### src/rtl/gpio_irq_pkg.sv
package gpio_irq_pkg;
  localparam int ADDR_W = 6;
  localparam int DATA_W = 32;

  localparam logic [ADDR_W-1:0] OFS_LEVEL  = 6'h00;
  localparam logic [ADDR_W-1:0] OFS_DIR    = 6'h04;
  localparam logic [ADDR_W-1:0] OFS_ENABLE = 6'h08;
  localparam logic [ADDR_W-1:0] OFS_STATUS = 6'h0C;
  localparam logic [ADDR_W-1:0] OFS_PEND   = 6'h10;
  localparam logic [ADDR_W-1:0] OFS_CLEAR  = 6'h14;
  localparam logic [ADDR_W-1:0] OFS_EDGSEL = 6'h18;
  localparam logic [ADDR_W-1:0] OFS_POLAR  = 6'h1C;
  localparam logic [ADDR_W-1:0] OFS_VER    = 6'h20;
  localparam logic [ADDR_W-1:0] OFS_ANYEDG = 6'h24;

  localparam logic [DATA_W-1:0] HW_VERSION = 32'd3;
endpackage

### src/rtl/gpio_sync.sv
module gpio_sync #(
  parameter int W = 32
) (
  input  logic         clk,
  input  logic         rst_n,
  input  logic [W-1:0] d_async,
  output logic [W-1:0] d_sync
);
  logic [W-1:0] meta_q, stab_q;

  always_ff @(posedge clk or negedge rst_n) begin
    if (!rst_n) begin
      meta_q <= '0;
      stab_q <= '0;
    end else begin
      meta_q <= d_async;
      stab_q <= meta_q;
    end
  end

  assign d_sync = stab_q;
endmodule

### src/rtl/gpio_trig.sv
module gpio_trig #(
  parameter int NPINS = 32
) (
  input  logic             clk,
  input  logic             rst_n,
  input  logic [NPINS-1:0] lvl,
  input  logic [NPINS-1:0] edge_sel,
  input  logic [NPINS-1:0] polarity,
  input  logic [NPINS-1:0] any_edge,
  output logic [NPINS-1:0] trig
);
  logic [NPINS-1:0] lvl_d;

  always_ff @(posedge clk or negedge rst_n) begin
    if (!rst_n) lvl_d <= '0;
    else        lvl_d <= lvl;
  end

  for (genvar i = 0; i < NPINS; i++) begin : g_pin
    logic rise, fall, lvl_hit;
    always_comb begin
      rise    = lvl[i] & ~lvl_d[i];
      fall    = ~lvl[i] & lvl_d[i];
      lvl_hit = (lvl[i] == polarity[i]);
      if (!edge_sel[i])     trig[i] = lvl_hit;
      else if (any_edge[i]) trig[i] = rise | fall;
      else                  trig[i] = polarity[i] ? rise : fall;
    end


    edge_quiet_chk: assert property (@(posedge clk) disable iff (!rst_n)
      (edge_sel[i] && (lvl[i] == lvl_d[i])) |-> !trig[i]);
  end
endmodule

### src/rtl/gpio_pend.sv
module gpio_pend #(
  parameter int NPINS = 32
) (
  input  logic             clk,
  input  logic             rst_n,
  input  logic [NPINS-1:0] trig,
  input  logic [NPINS-1:0] clr_mask,
  input  logic [NPINS-1:0] enable,
  output logic [NPINS-1:0] pend,
  output logic             irq
);
  always_ff @(posedge clk or negedge rst_n) begin
    if (!rst_n) pend <= '0;
    else        pend <= (pend & ~clr_mask) | trig;
  end

  assign irq = |(pend & enable);


  trig_wins_chk: assert property (@(posedge clk) disable iff (!rst_n)
    (|trig) |=> ((pend & $past(trig)) == $past(trig)));


  clr_only_chk: assert property (@(posedge clk) disable iff (!rst_n)
    (|(clr_mask & ~trig)) |=> ((pend & $past(clr_mask & ~trig)) == '0));


  sticky_chk: assert property (@(posedge clk) disable iff (!rst_n)
    ($past(pend) & ~$past(clr_mask) & ~pend) == '0);


  set_by_trig_chk: assert property (@(posedge clk) disable iff (!rst_n)
    (pend & ~$past(pend) & ~$past(trig)) == '0);
endmodule

### src/rtl/gpio_irq_ctrl.sv
module gpio_irq_ctrl
  import gpio_irq_pkg::*;
#(
  parameter int NPINS = 32
) (
  input  logic              clk,
  input  logic              rst_n,
  input  logic [ADDR_W-1:0] bus_addr,
  input  logic              bus_wr,
  input  logic [DATA_W-1:0] bus_wdata,
  output logic [DATA_W-1:0] bus_rdata,
  input  logic [NPINS-1:0]  pin_in,
  output logic [NPINS-1:0]  pin_out,
  output logic [NPINS-1:0]  pin_oe,
  output logic              irq
);
  localparam logic [NPINS-1:0] ALL_IN = {NPINS{1'b1}};

  logic [NPINS-1:0] wval;
  logic [NPINS-1:0] dir_q, out_q, en_q, esel_q, pol_q, any_q;
  logic [NPINS-1:0] lvl_s, trig, pend, clr_mask;

  assign wval = bus_wdata[NPINS-1:0];

  always_ff @(posedge clk or negedge rst_n) begin
    if (!rst_n) begin
      dir_q  <= ALL_IN;
      out_q  <= '0;
      en_q   <= '0;
      esel_q <= '0;
      pol_q  <= '0;
      any_q  <= '0;
    end else if (bus_wr) begin
      case (bus_addr)
        OFS_LEVEL:  out_q  <= wval;
        OFS_DIR:    dir_q  <= wval;
        OFS_ENABLE: en_q   <= wval;
        OFS_EDGSEL: esel_q <= wval;
        OFS_POLAR:  pol_q  <= wval;
        OFS_ANYEDG: any_q  <= wval;
        default: ;
      endcase
    end
  end

  assign clr_mask = (bus_wr && bus_addr == OFS_CLEAR) ? wval : '0;

  gpio_sync #(.W(NPINS)) u_sync (
    .clk(clk), .rst_n(rst_n), .d_async(pin_in), .d_sync(lvl_s)
  );

  gpio_trig #(.NPINS(NPINS)) u_trig (
    .clk(clk), .rst_n(rst_n), .lvl(lvl_s), .edge_sel(esel_q),
    .polarity(pol_q), .any_edge(any_q), .trig(trig)
  );

  gpio_pend #(.NPINS(NPINS)) u_pend (
    .clk(clk), .rst_n(rst_n), .trig(trig), .clr_mask(clr_mask),
    .enable(en_q), .pend(pend), .irq(irq)
  );

  always_comb begin
    bus_rdata = '0;
    case (bus_addr)
      OFS_LEVEL:  bus_rdata[NPINS-1:0] = (dir_q & lvl_s) | (~dir_q & out_q);
      OFS_DIR:    bus_rdata[NPINS-1:0] = dir_q;
      OFS_ENABLE: bus_rdata[NPINS-1:0] = en_q;
      OFS_STATUS: bus_rdata[NPINS-1:0] = pend & en_q;
      OFS_PEND:   bus_rdata[NPINS-1:0] = pend;
      OFS_EDGSEL: bus_rdata[NPINS-1:0] = esel_q;
      OFS_POLAR:  bus_rdata[NPINS-1:0] = pol_q;
      OFS_ANYEDG: bus_rdata[NPINS-1:0] = any_q;
      OFS_VER:    bus_rdata = HW_VERSION;
      default:    bus_rdata = '0;
    endcase
  end

  assign pin_out = out_q;
  assign pin_oe  = ~dir_q;


  mask_off_chk: assert property (@(posedge clk) disable iff (!rst_n)
    (en_q == '0) |-> !irq);


  dir_reset_chk: assert property (@(posedge clk) disable iff (!rst_n)
    $rose(rst_n) |-> (pin_oe == '0));
endmodule

### config.mk
export PLATFORM = sky130hd
export DESIGN_NAME = gpio_irq_ctrl
export DESIGN_NICKNAME = d
export VERILOG_FILES = /design/src/rtl/gpio_irq_pkg.sv /design/src/rtl/gpio_sync.sv /design/src/rtl/gpio_trig.sv /design/src/rtl/gpio_pend.sv /design/src/rtl/gpio_irq_ctrl.sv
export SDC_FILE = /design/constraint.sdc
export NUM_CORES = 1
export LEC_CHECK = 0
export BUFFER_PORTS_ARGS = -buffer_cell sky130_fd_sc_hd__buf_2
export CAP_MARGIN = 10
export CORE_MARGIN = 10
export CORE_UTILIZATION = 45
export CTS_CLUSTER_DIAMETER = 30
export DETAILED_ROUTE_END_ITERATION = 12
export SYNTH_ARGS = -nofsm -noshare
export SYNTH_HDL_FRONTEND = slang
export SYNTH_SLANG_ARGS = --single-unit
### constraint.sdc
create_clock -name clk -period 1.7 [get_ports clk]
set_input_delay 0.085 -clock clk [delete_from_list [all_inputs] [get_ports clk]]
set_output_delay 0.085 -clock clk [all_outputs]
set_load 0.01 [all_outputs]
# Word-level counts from Yosys, hierarchy flattened
# Index checks and enable logic that the tools add are counted.
[op_classes] n_bitwise=168 reduce_logical=9 muxes=98 n_eq_ne=41
[op_table] cell="32-bit one-hot mux with 9 select lines" n=1
[op_table] cell="32-bit AND" n=4
[op_table] cell="1-bit 2-to-1 mux" n=96
[op_table] cell="1-bit AND" n=64
[op_table] cell="1-bit NOT" n=64
[op_table] cell="32-bit NOT" n=2
[op_table] cell="32-bit OR" n=2
[op_table] cell="1-bit == test" n=32
[op_table] cell="32-bit 2-to-1 mux" n=1
[op_table] cell="1-bit OR" n=32
[op_table] cell="32-bit OR reduction" n=1
[op_table] cell="6-bit by 5-bit == test with 1-bit output, second input constant" n=4
[op_table] cell="6-bit by 4-bit == test with 1-bit output, second input constant" n=2
[op_table] cell="6-bit == test, second input constant" n=2
[op_table] cell="2-bit AND reduction" n=6
[op_table] cell="6-bit by 3-bit == test with 1-bit output, second input constant" n=1
[op_table] cell="6-bit zero test" n=1
[op_table] cell="1-bit logical AND" n=1
[totals] in_bits=73 wordCells=326 ff_bits=320 out_inout_bits=97

# Depth between registers and ports, before layout
# Gate-level depths: netlist of run 1.
[logic_depth] depth_word=6 depth_mapped=7

# By module
# From an unflattened synthesis of run 1, not the netlist that was laid out.
[hier_totals] hier_cells=1273 hier_area_um2=15705.1
[modules_own_cells] mod="gpio_irq_ctrl" cells_each=772 area_each_um2=9495.4 instances=1 seq_area_each_um2=4844.6
[modules_own_cells] mod="gpio_trig" cells_each=320 area_each_um2=3283.1 instances=1 seq_area_each_um2=800.8
[modules_own_cells] mod="gpio_sync" cells_each=64 area_each_um2=1601.5 instances=1 seq_area_each_um2=1601.5
[modules_own_cells] mod="gpio_pend" cells_each=117 area_each_um2=1325.0 instances=1 seq_area_each_um2=800.8

# Worst setup path before layout of run 1
# No wires, ideal clock.
[synth_path] path_type="input to register" startpoint="input bus_addr[5]" endpoint="register pol_q[10]" cell_stages=7 setup_time_ns=0.125 path_slack_ns=0.185 path_buffers=3 required_ns=1.575 t_arrival_ns=1.390 path_cell_list="buf_4 > nor2b_4 > nand3_2 > or3_1 > buf_2 > buf_6 > mux2_4"
[synth_via] elab_chain_cells=2
[synth_lines] element="start, declared" line_no="gpio_irq_ctrl.sv:8" source="input logic [ADDR_W-1:0] bus_addr,"
[synth_lines] element="6-bit by 5-bit == test with 1-bit output" line_no="gpio_irq_ctrl.sv:34" source="case (bus_addr)"
[synth_lines] element="2-bit AND reduction (no source line)"
[synth_lines] element="end signal, assigned" line_no="gpio_irq_ctrl.sv:39" source="OFS_POLAR: pol_q <= wval;"
[synth_lines] element="end, declared" line_no="gpio_irq_ctrl.sv:20" source="logic [NPINS-1:0] dir_q, out_q, en_q, esel_q, pol_q, any_q;"
# Every way passes these cells.
# A chain may end at the register's enable or synchronous reset.

# Worst setup path in the final report of run 1
[layout_path] startpoint="register u_pend.pend[1]" endpoint="output bus_rdata[1]"
[layout_via] elab_chain_cells=2
[layout_lines] element="start, declared" line_no="gpio_pend.sv:9" source="output logic [NPINS-1:0] pend,"
[layout_lines] element="start signal, assigned" line_no="gpio_pend.sv:14" source="else pend <= (pend & ~clr_mask) | trig;"
[layout_lines] element="32-bit AND" line_no="gpio_irq_ctrl.sv:68" source="OFS_STATUS: bus_rdata[NPINS-1:0] = pend & en_q;"
[layout_lines] element="32-bit one-hot mux with 9 select lines *" line_no="gpio_irq_ctrl.sv:64" source="case (bus_addr)"
[layout_lines] element="end, declared" line_no="gpio_irq_ctrl.sv:11" source="output logic [DATA_W-1:0] bus_rdata,"
# Mark *: on every way between the ends. The rest lies on a longest branch, timed or not.

==> results.py, run 1 <==
metrics = {
    "outcome": {
        "status": "finished with violations",
        "violations": "setup timing",
    },
    "global_routing": {
        "antenna_found_initial": 0,
        "grt_pass1_vias": 13029,
        "grt_pass1_wl_um": 75400,
        "grt_max_degree": 70,
        "grt_overflow": 0,
        "grt_usage_pct": 23.3,
    },
    "logic_synthesis": {
        "synth-seq-cells": 320,
        "synth_warnings": 0,
        "syn_inst": 1368,
        "synth_edf_count": 0,
        "yosys.cell_types.count": 51,
        "synth_nets": 1505,
        "syn_avg_cell_area_sq_um": 11.1,
        "synth_area_sq_um": 15200,
        "synth-main-ff-cell": "dfrtp_1",
        "seq_area_frac_synth_pct": 52.8,
        "synth_async_sr_flop_share_pct": 100,
    },
    "cts": {
        "cts_max_path_buffers": 3,
        "cts_buffers": 75,
        "cts-root-buf": "clkbuf_16",
        "clkSlewWorstSetupHoldPaths_ps": 40,
        "cts_tree": "done",
        "h-tree-depth": 3,
        "cts.sinks": 320,
        "clock_latency_ps": 580,
    },
    "floorplan": {
        "core-area_sq_um": 33400,
        "die_area_sq_um": 41600,
        "start_util_pct": 45.5,
        "row_count": 67,
        "die_h_um": 204,
        "io_pins": 170,
        "die_width_um": 204,
    },
    "timing": {
        "fin_crit_sh_pct": 129,
        "whs_ps": 123,
        "worst_pin_slew_ps": 416,
        "period_needed_ps": 2190,
        "report.final.slew_viol_count": 0,
        "setup_viol_count_final": 33,
        "skew_ps": 16.1,
        "tns_ps": -6700,
        "fmax_mhz": 457,
        "slew-limit-headroom_pct": 72.3,
        "rsz0062_at_grt": "yes",
        "postLayoutSetupSlackWorst_ps": -490,
        "hold_viol": 0,
    },
    "placement": {
        "placed_cells": 2011,
        "io_buffers": 169,
        "placed_cell_area_sq_um": 17300,
        "hpwl_um": 32400,
        "gp_congestion": 0.875,
        "place_ws_ps": -91.8,
    },
    "finish": {
        "nFillCells": 2621,
        "final_util_pct": 63.8,
        "drive_above_1_share_pct": 37.9,
        "syn_to_final_growth_pct": 40.2,
        "nets": 1888,
        "final_cells": 2261,
        "multiInputGateArea_sq_um": 6690,
        "regArea_sq_um": 8060,
        "antenna_cells": 0,
        "design_area_sq_um": 21400,
    },
    "route": {
        "wl_um": 48200,
        "drc_errors": 0,
        "detail-route-antenna-nets": 0,
        "routed_via_density": 5.43,
        "dr.pass1.iters": 5,
        "vias": 12283,
        "drt-initial-drc-count": 727,
        "wl_per_cell_um": 21.3,
    },
    "flow_run": {
        "drv_cap": 0,
    },
    "power": {
        "finalPower_mw": 27.1,
        "p_per_area_nw_per_um2": 1270,
        "seqPwrFrac_pct": 34.3,
        "pwr-share-comb_pct": 12.3,
        "p_leak_nw": 10.3,
        "p_int_mw": 20.1,
        "power_frac_clock_pct": 53.5,
        "power.switching_mw": 6.97,
        "ir_drop_mv": 0.941,
        "p_sw_share_pct": 25.7,
    },
    "setup_path": {
        "arrival_ps": 2110,
        "slowest_stage": "or4_4",
        "path_cells": "buf_6, a22o_1, a22o_1, or4_4, buf_6",
        "cp_num_buf_inv": 2,
        "cp_max_fo": 3,
        "crit_path_start_kind": "register",
        "max_stage_delay_ps": 440,
        "startpoint": "u_pend.pend[1]$_DFF_PN0_",
        "cpLargestDelayFamily": "simple AND/OR/NAND/NOR gates",
        "timing.rr.start": "u_sync.d_sync[20]$_DFF_PN0_",
        "worstSetupEndpointType": "output port",
        "cp.required_ps": 1620,
        "path_class": "register to output port",
    },
    "hold_path": {
        "hold_class": "input pin to async pin",
    },
}
-- registers in the layout, summed over array words and instances (netlist names) --
name	count
u_sync.d_sync	32
esel_q	32
u_sync.meta_q	32
pin_out	32
any_q	32
u_trig.lvl_d	32
pol_q	32
dir_q	32
u_pend.pend	32
en_q	32
-- worst reg2reg max path: cells and delay by family (launching register included) --
family,cells,cell delay [ps]
buf+inv,2,300
fa+ha+maj,1,190
compound gates,2,280
flops,1,430
mux,1,270
-- Yosys cell counts, types with 2 or more instances --
master     count  area (sq um)
dfrtp_1      288          7210
o21ai_0      141           706
nand2_1      139           522
inv_1        130           488
mux2_2        97          1090
o211ai_1      70           526
ha_1          64           801
clkbuf_1      43           161
a31oi_1       40           250
mux2i_1       33           330
dfstp_2       32           841
xor2_1        32           280
mux2_4        30           450
a21oi_1       28           140
nand3_1       24           120
o21a_1        24           180
a22oi_1       21           158
a211o_1       19           166
buf_2         19          95.1
o22ai_1       19           119
a311oi_1       6          52.6
nor2_1         6          22.5
o2bb2ai_1      6          52.6
a211oi_1       5          37.5
a221o_1        5          50.1
nor3_1         5          25.0
o31a_1         5          43.8
nand4_1        4          25.0
buf_1          3          11.3
buf_6          3          33.8
a22o_1         2          17.5
and3_1         2          12.5
nor2b_1        2          12.5
o2111ai_1      2          17.5
o21ai_1        2          10.0
or4_1          2          15.0
-- power groups by stage --
| stage | clock network (mW) | logic (mW) | registers, mW |
|---|---|---|---|
| final | 14.5 | 3.32 | 9.29 |
| after CTS | 14.7 | 3.27 | 9.25 |
| after global routing | 15.1 | 3.66 | 9.39 |
| after detailed placement | 0 | 2.85 | 9.34 |
| after global placement | 0 | 2.80 | 9.31 |
| after floorplan | 0 | 1.59 | 9.20 |
-- path summary, 6_finish.rpt --
| path | end | slack [ps] | depth (start not counted) |
|---|---|---|---|
| setup / recovery | bus_rdata[1] | -490 | 5 |
| max in group asynchronous | dir_q[11]$_DFFE_PN1P_ | 1100 | 3 |
| setup reg to reg | u_pend.pend[20]$_DFF_PN0_ | 110 | 6 |
| hold reg to reg | u_sync.d_sync[3]$_DFF_PN0_ | 340 | 0 |
| min in group clk | u_sync.meta_q[26]$_DFF_PN0_ | 140 | 2 |
| hold / removal | dir_q[30]$_DFFE_PN1P_ | 120 | 2 |
-- placed cells by master, fill, tap and decap left out, types with 64 or more instances in the layout --
cell type,n
buf_2,155
clkbuf_16,75
ha_1,64
dlygate4sd3_1,65
nand2_1,139
inv_1,105
dfrtp_1,277
mux2_2,97
o21ai_0,135
buf_4,112
o211ai_1,70
-- routing by layer --
metal | part of all wire [%] | global-route usage, %
met1 | 44 | 30.2
met2 | 47 | 37.8
met3 | 6.1 | 4.74
met4 | 3.0 | 8.67
met5 | 0 | 0
-- cell type report --
type                    count  area share (%)
clock inverters            39            2.37
clock buffers             100            9.84
multi-input cells         848            31.3
inverters                 131            2.30
repair buffers            375            13.8
well taps                 448            2.62
flip-flops and latches    320            37.8
-- cell families (layout without fill, tap and decap cells) --
group | count (synthesis) | after routing | share of synthesized area (%)
flops | 320 | 320 | 52.8
mux | 161 | 161 | 12.4
buf+inv | 200 | 645 | 5.26
compound gates | 397 | 397 | 16.7
simple gates | 194 | 194 | 5.74
fa+ha+maj | 64 | 64 | 5.26
xor+xnor | 32 | 32 | 1.84
-- what timing repair did --
| action | CTS | global route |
|---|---|---|
| pin swaps | 84 | 20 |
| hold buffers | 66 | 0 |
| setup endpoints to repair | 33 | 33 |
| endpoints found under the hold margin | 536 | 0 |
| setup buffers | 42 | 5 |
| resized for setup | 74 | 40 |
(Power assumes the default switching activity.)
==> inputs of run 2 (changes only) <==
--- a/config.mk
+++ b/config.mk
@@ -13,4 +13,5 @@
 export DETAILED_ROUTE_END_ITERATION = 12
 export SYNTH_ARGS = -nofsm -noshare
 export SYNTH_HDL_FRONTEND = slang
+export SYNTH_HIERARCHICAL = 1
 export SYNTH_SLANG_ARGS = --single-unit
==> run 2 against run 1 <==
  * The run still ends with setup timing left
  * Sequential power decreased by 0.8%
  * Hold slack hardly changed
  * Combinational power decreased by 9.0%
  * Total power grew 3.9%
  * Die area increased by 2.8%
  * Critical path type unchanged
==> results.py, run 2 <==
metrics = {
    "logic_synthesis": {
        "synth_async_sr_flop_share_pct": 100,
        "synth_area_sq_um": 15700,
        "yosys.area_share.simple_pct": 6.82,
        "syn_inst": 1273,
        "synthTopCellsByCount": "dfrtp_1 (288), mux2_2 (170), inv_1 (129)",
        "syn_avg_cell_area_sq_um": 12.3,
        "synth_top_cell_by_area": "dfrtp_1",
        "synth_edf_count": 0,
        "synth-seq-cells": 320,
        "synth_top_family_by_area": "multiplexers",
        "synth_top_area_share_pct": 45.9,
        "yosys.cell_types.count": 48,
        "seq_area_frac_synth_pct": 51.2,
        "synth-xor-area-share_pct": 1.78,
        "synth_nets": 1410,
        "yosys.area_share.adder_pct": 5.10,
        "synthTopCellsByArea": "dfrtp_1 (46%), mux2_2 (12%), dfstp_2 (5.4%), ha_1 (5.1%), inv_1 (3.1%)",
        "synthMuxAreaShare_pct": 18.9,
        "synth-main-ff-cell": "dfrtp_1",
        "yosysMostFrequentCell": "dfrtp_1",
        "synth_compound_area_share_pct": 11.4,
        "synth_warnings": 6,
    },
    "setup_path": {
        "worstSetupEndpointType": "output port",
        "arrival_ps": 2180,
        "crit_path_start_kind": "register",
        "timing.rr.start": "u_sync/d_sync[30]$_DFF_PN0_",
        "cp.required_ps": 1620,
        "critPathCapture": "irq",
        "reg2reg_slack_ps": 220,
        "timing.rr.end": "u_pend/pend[30]$_DFF_PN0_",
        "path_class": "register to output port",
        "startpoint": "u_pend/pend[14]$_DFF_PN0_",
        "cp_max_fo": 2,
        "worstRegToRegCells": 6,
    },
    "timing": {
        "period_needed_ps": 2270,
        "fin_crit_sh_pct": 133,
        "slew-limit-headroom_pct": 54.1,
        "whs_ps": 123,
        "postLayoutSetupSlackWorst_ps": -568,
        "rsz0062_at_grt": "yes",
        "report.final.slew_viol_count": 0,
        "hold_viol": 0,
        "skew_ps": 22.9,
        "fmax_mhz": 441,
        "worst_pin_slew_ps": 686,
        "setup_viol_count_final": 33,
    },
    "finish": {
        "layout.cells.most_common": "dfrtp_1",
        "nets": 1809,
        "most-common-layout-cells": "dfrtp_1 (287), mux2_2 (166), buf_2 (163)",
        "final_util_pct": 63.6,
        "antenna_cells": 0,
        "syn_to_final_growth_pct": 39.5,
        "nFillCells": 2730,
        "drive_above_1_share_pct": 43.1,
    },
    "global_routing": {
        "antenna_found_initial": 1,
        "grt_pass1_wl_um": 72800,
        "grt_max_degree": 64,
        "grt_pass1_vias": 12538,
        "grt_usage_pct": 22.0,
        "grt_overflow": 0,
    },
    "power": {
        "seqPwrFrac_pct": 32.8,
        "p_per_area_nw_per_um2": 1280,
        "power.switching_mw": 6.84,
        "pwr-share-comb_pct": 10.7,
        "finalPower_mw": 28.1,
        "ir_drop_mv": 0.845,
        "power_frac_clock_pct": 56.5,
        "p_leak_nw": 10.3,
        "p_sw_share_pct": 24.3,
        "p_int_mw": 21.3,
    },
    "route": {
        "drc_errors": 0,
        "wl_per_cell_um": 21.1,
        "drt-initial-drc-count": 779,
        "detail-route-antenna-nets": 0,
        "wl_um": 46400,
        "vias": 11759,
        "routed_via_density": 5.36,
        "dr.pass1.iters": 7,
    },
    "outcome": {
        "status": "finished with violations",
        "violations": "setup timing",
    },
    "placement": {
        "io_buffers": 169,
        "hpwl_um": 30500,
        "gp_congestion": 0.829,
    },
    "floorplan": {
        "row_count": 68,
        "start_util_pct": 45.6,
        "io_pins": 170,
        "core-area_sq_um": 34500,
        "die_h_um": 207,
        "die_width_um": 207,
        "die_area_sq_um": 42800,
    },
    "cts": {
        "cts-root-buf": "clkbuf_16",
        "cts_tree": "done",
        "clkSlewWorstSetupHoldPaths_ps": 50,
        "clock_latency_ps": 590,
        "h-tree-depth": 3,
        "cts_max_path_buffers": 3,
        "cts.sinks": 320,
        "cts_buffers": 80,
    },
    "hold_path": {
        "hold_class": "input pin to async pin",
    },
    "flow_run": {
        "drv_cap": 0,
    },
}
-- run 2: logic make-up (layout without fill, tap and decap cells) --
family / count (synthesis) / count (layout)
AO/OA/AOI/OAI: 224 / 224
XOR/XNOR: 32 / 32
adder cells (fa/ha/maj): 64 / 64
buffers and inverters: 184 / 651
flip-flops: 320 / 320
multiplexers: 255 / 255
AND/OR/NAND/NOR: 194 / 194
-- run 2: worst max-delay path: stages, from the launching register on --
cell and delay [ps]:
dfrtp_1 390, a22oi_2 230, buf_4 150, nand4_1 90, or4_4 590, buf_6 150
-- run 2: per-stage QoR --
stage          cells  TNS (ps)  area (sq um)  setup WS, ps
2_1_floorplan   1273         0         15700           145
3_3_place_gp    1940     -2710         17900         -76.5
5_1_grt         2195    -11000         21900          -607
6_report        2195     -8290         21900          -568
4_1_cts         2187     -9200         21800          -573
3_5_place_dp    1940     -3730         17900         -86.0
-- run 2: area by class of cell --
cell class	count	area [sq um]	share of cell area [%]
inverter	129	484	2.21
clock inverter	36	531	2.42
timing repair buffer	372	2880	13.2
tap	455	569	2.60
multi-input combinational	769	7050	32.2
clock buffer	114	2340	10.7
sequential	320	8050	36.7
-- run 2: what timing repair did --
| action | CTS | global route |
|---|---|---|
| setup endpoints to repair | 33 | 33 |
| pin swaps | 30 | 33 |
| hold buffers | 66 | 0 |
| resized for setup | 28 | 20 |
| endpoints found under the hold margin | 560 | 0 |
| setup buffers | 31 | 9 |
-- run 2: how the worst min path moves through the flow --
stage / start / endpoint / slack (ps) / cells after the start
global placement: rst_n / u_sync/d_sync[11]$_DFF_PN0_ / -20 / 1
floorplan: rst_n / any_q[0]$_DFFE_PN0P_ / -210 / 0
detailed placement: rst_n / u_sync/meta_q[11]$_DFF_PN0_ / -20 / 1
CTS: pin_in[24] / u_sync/meta_q[24]$_DFF_PN0_ / 100 / 2
finish: rst_n / dir_q[31]$_DFFE_PN1P_ / 120 / 2
global route: rst_n / dir_q[31]$_DFFE_PN1P_ / 130 / 2
-- run 2: power groups by stage --
stage / combinational (mW) / clock (mW) / sequential, mW
3_3_place_gp: 2.55 / 0 / 9.35
2_1_floorplan: 1.49 / 0 / 9.17
4_1_cts: 2.99 / 16.1 / 9.21
5_1_grt: 3.32 / 16.6 / 9.32
6_report: 3.02 / 15.9 / 9.22
3_5_place_dp: 2.60 / 0 / 9.37
-- run 2: routing by layer --
layer | wire length (um) | vias up | global-route usage, %
met5 | 0 | - | 0
li1 | - | 5385 | -
met1 | 20400 | 5950 | 28.9
met2 | 21500 | 356 | 34.2
met4 | 1020 | 0 | 7.87
met3 | 3500 | 68 | 6.32
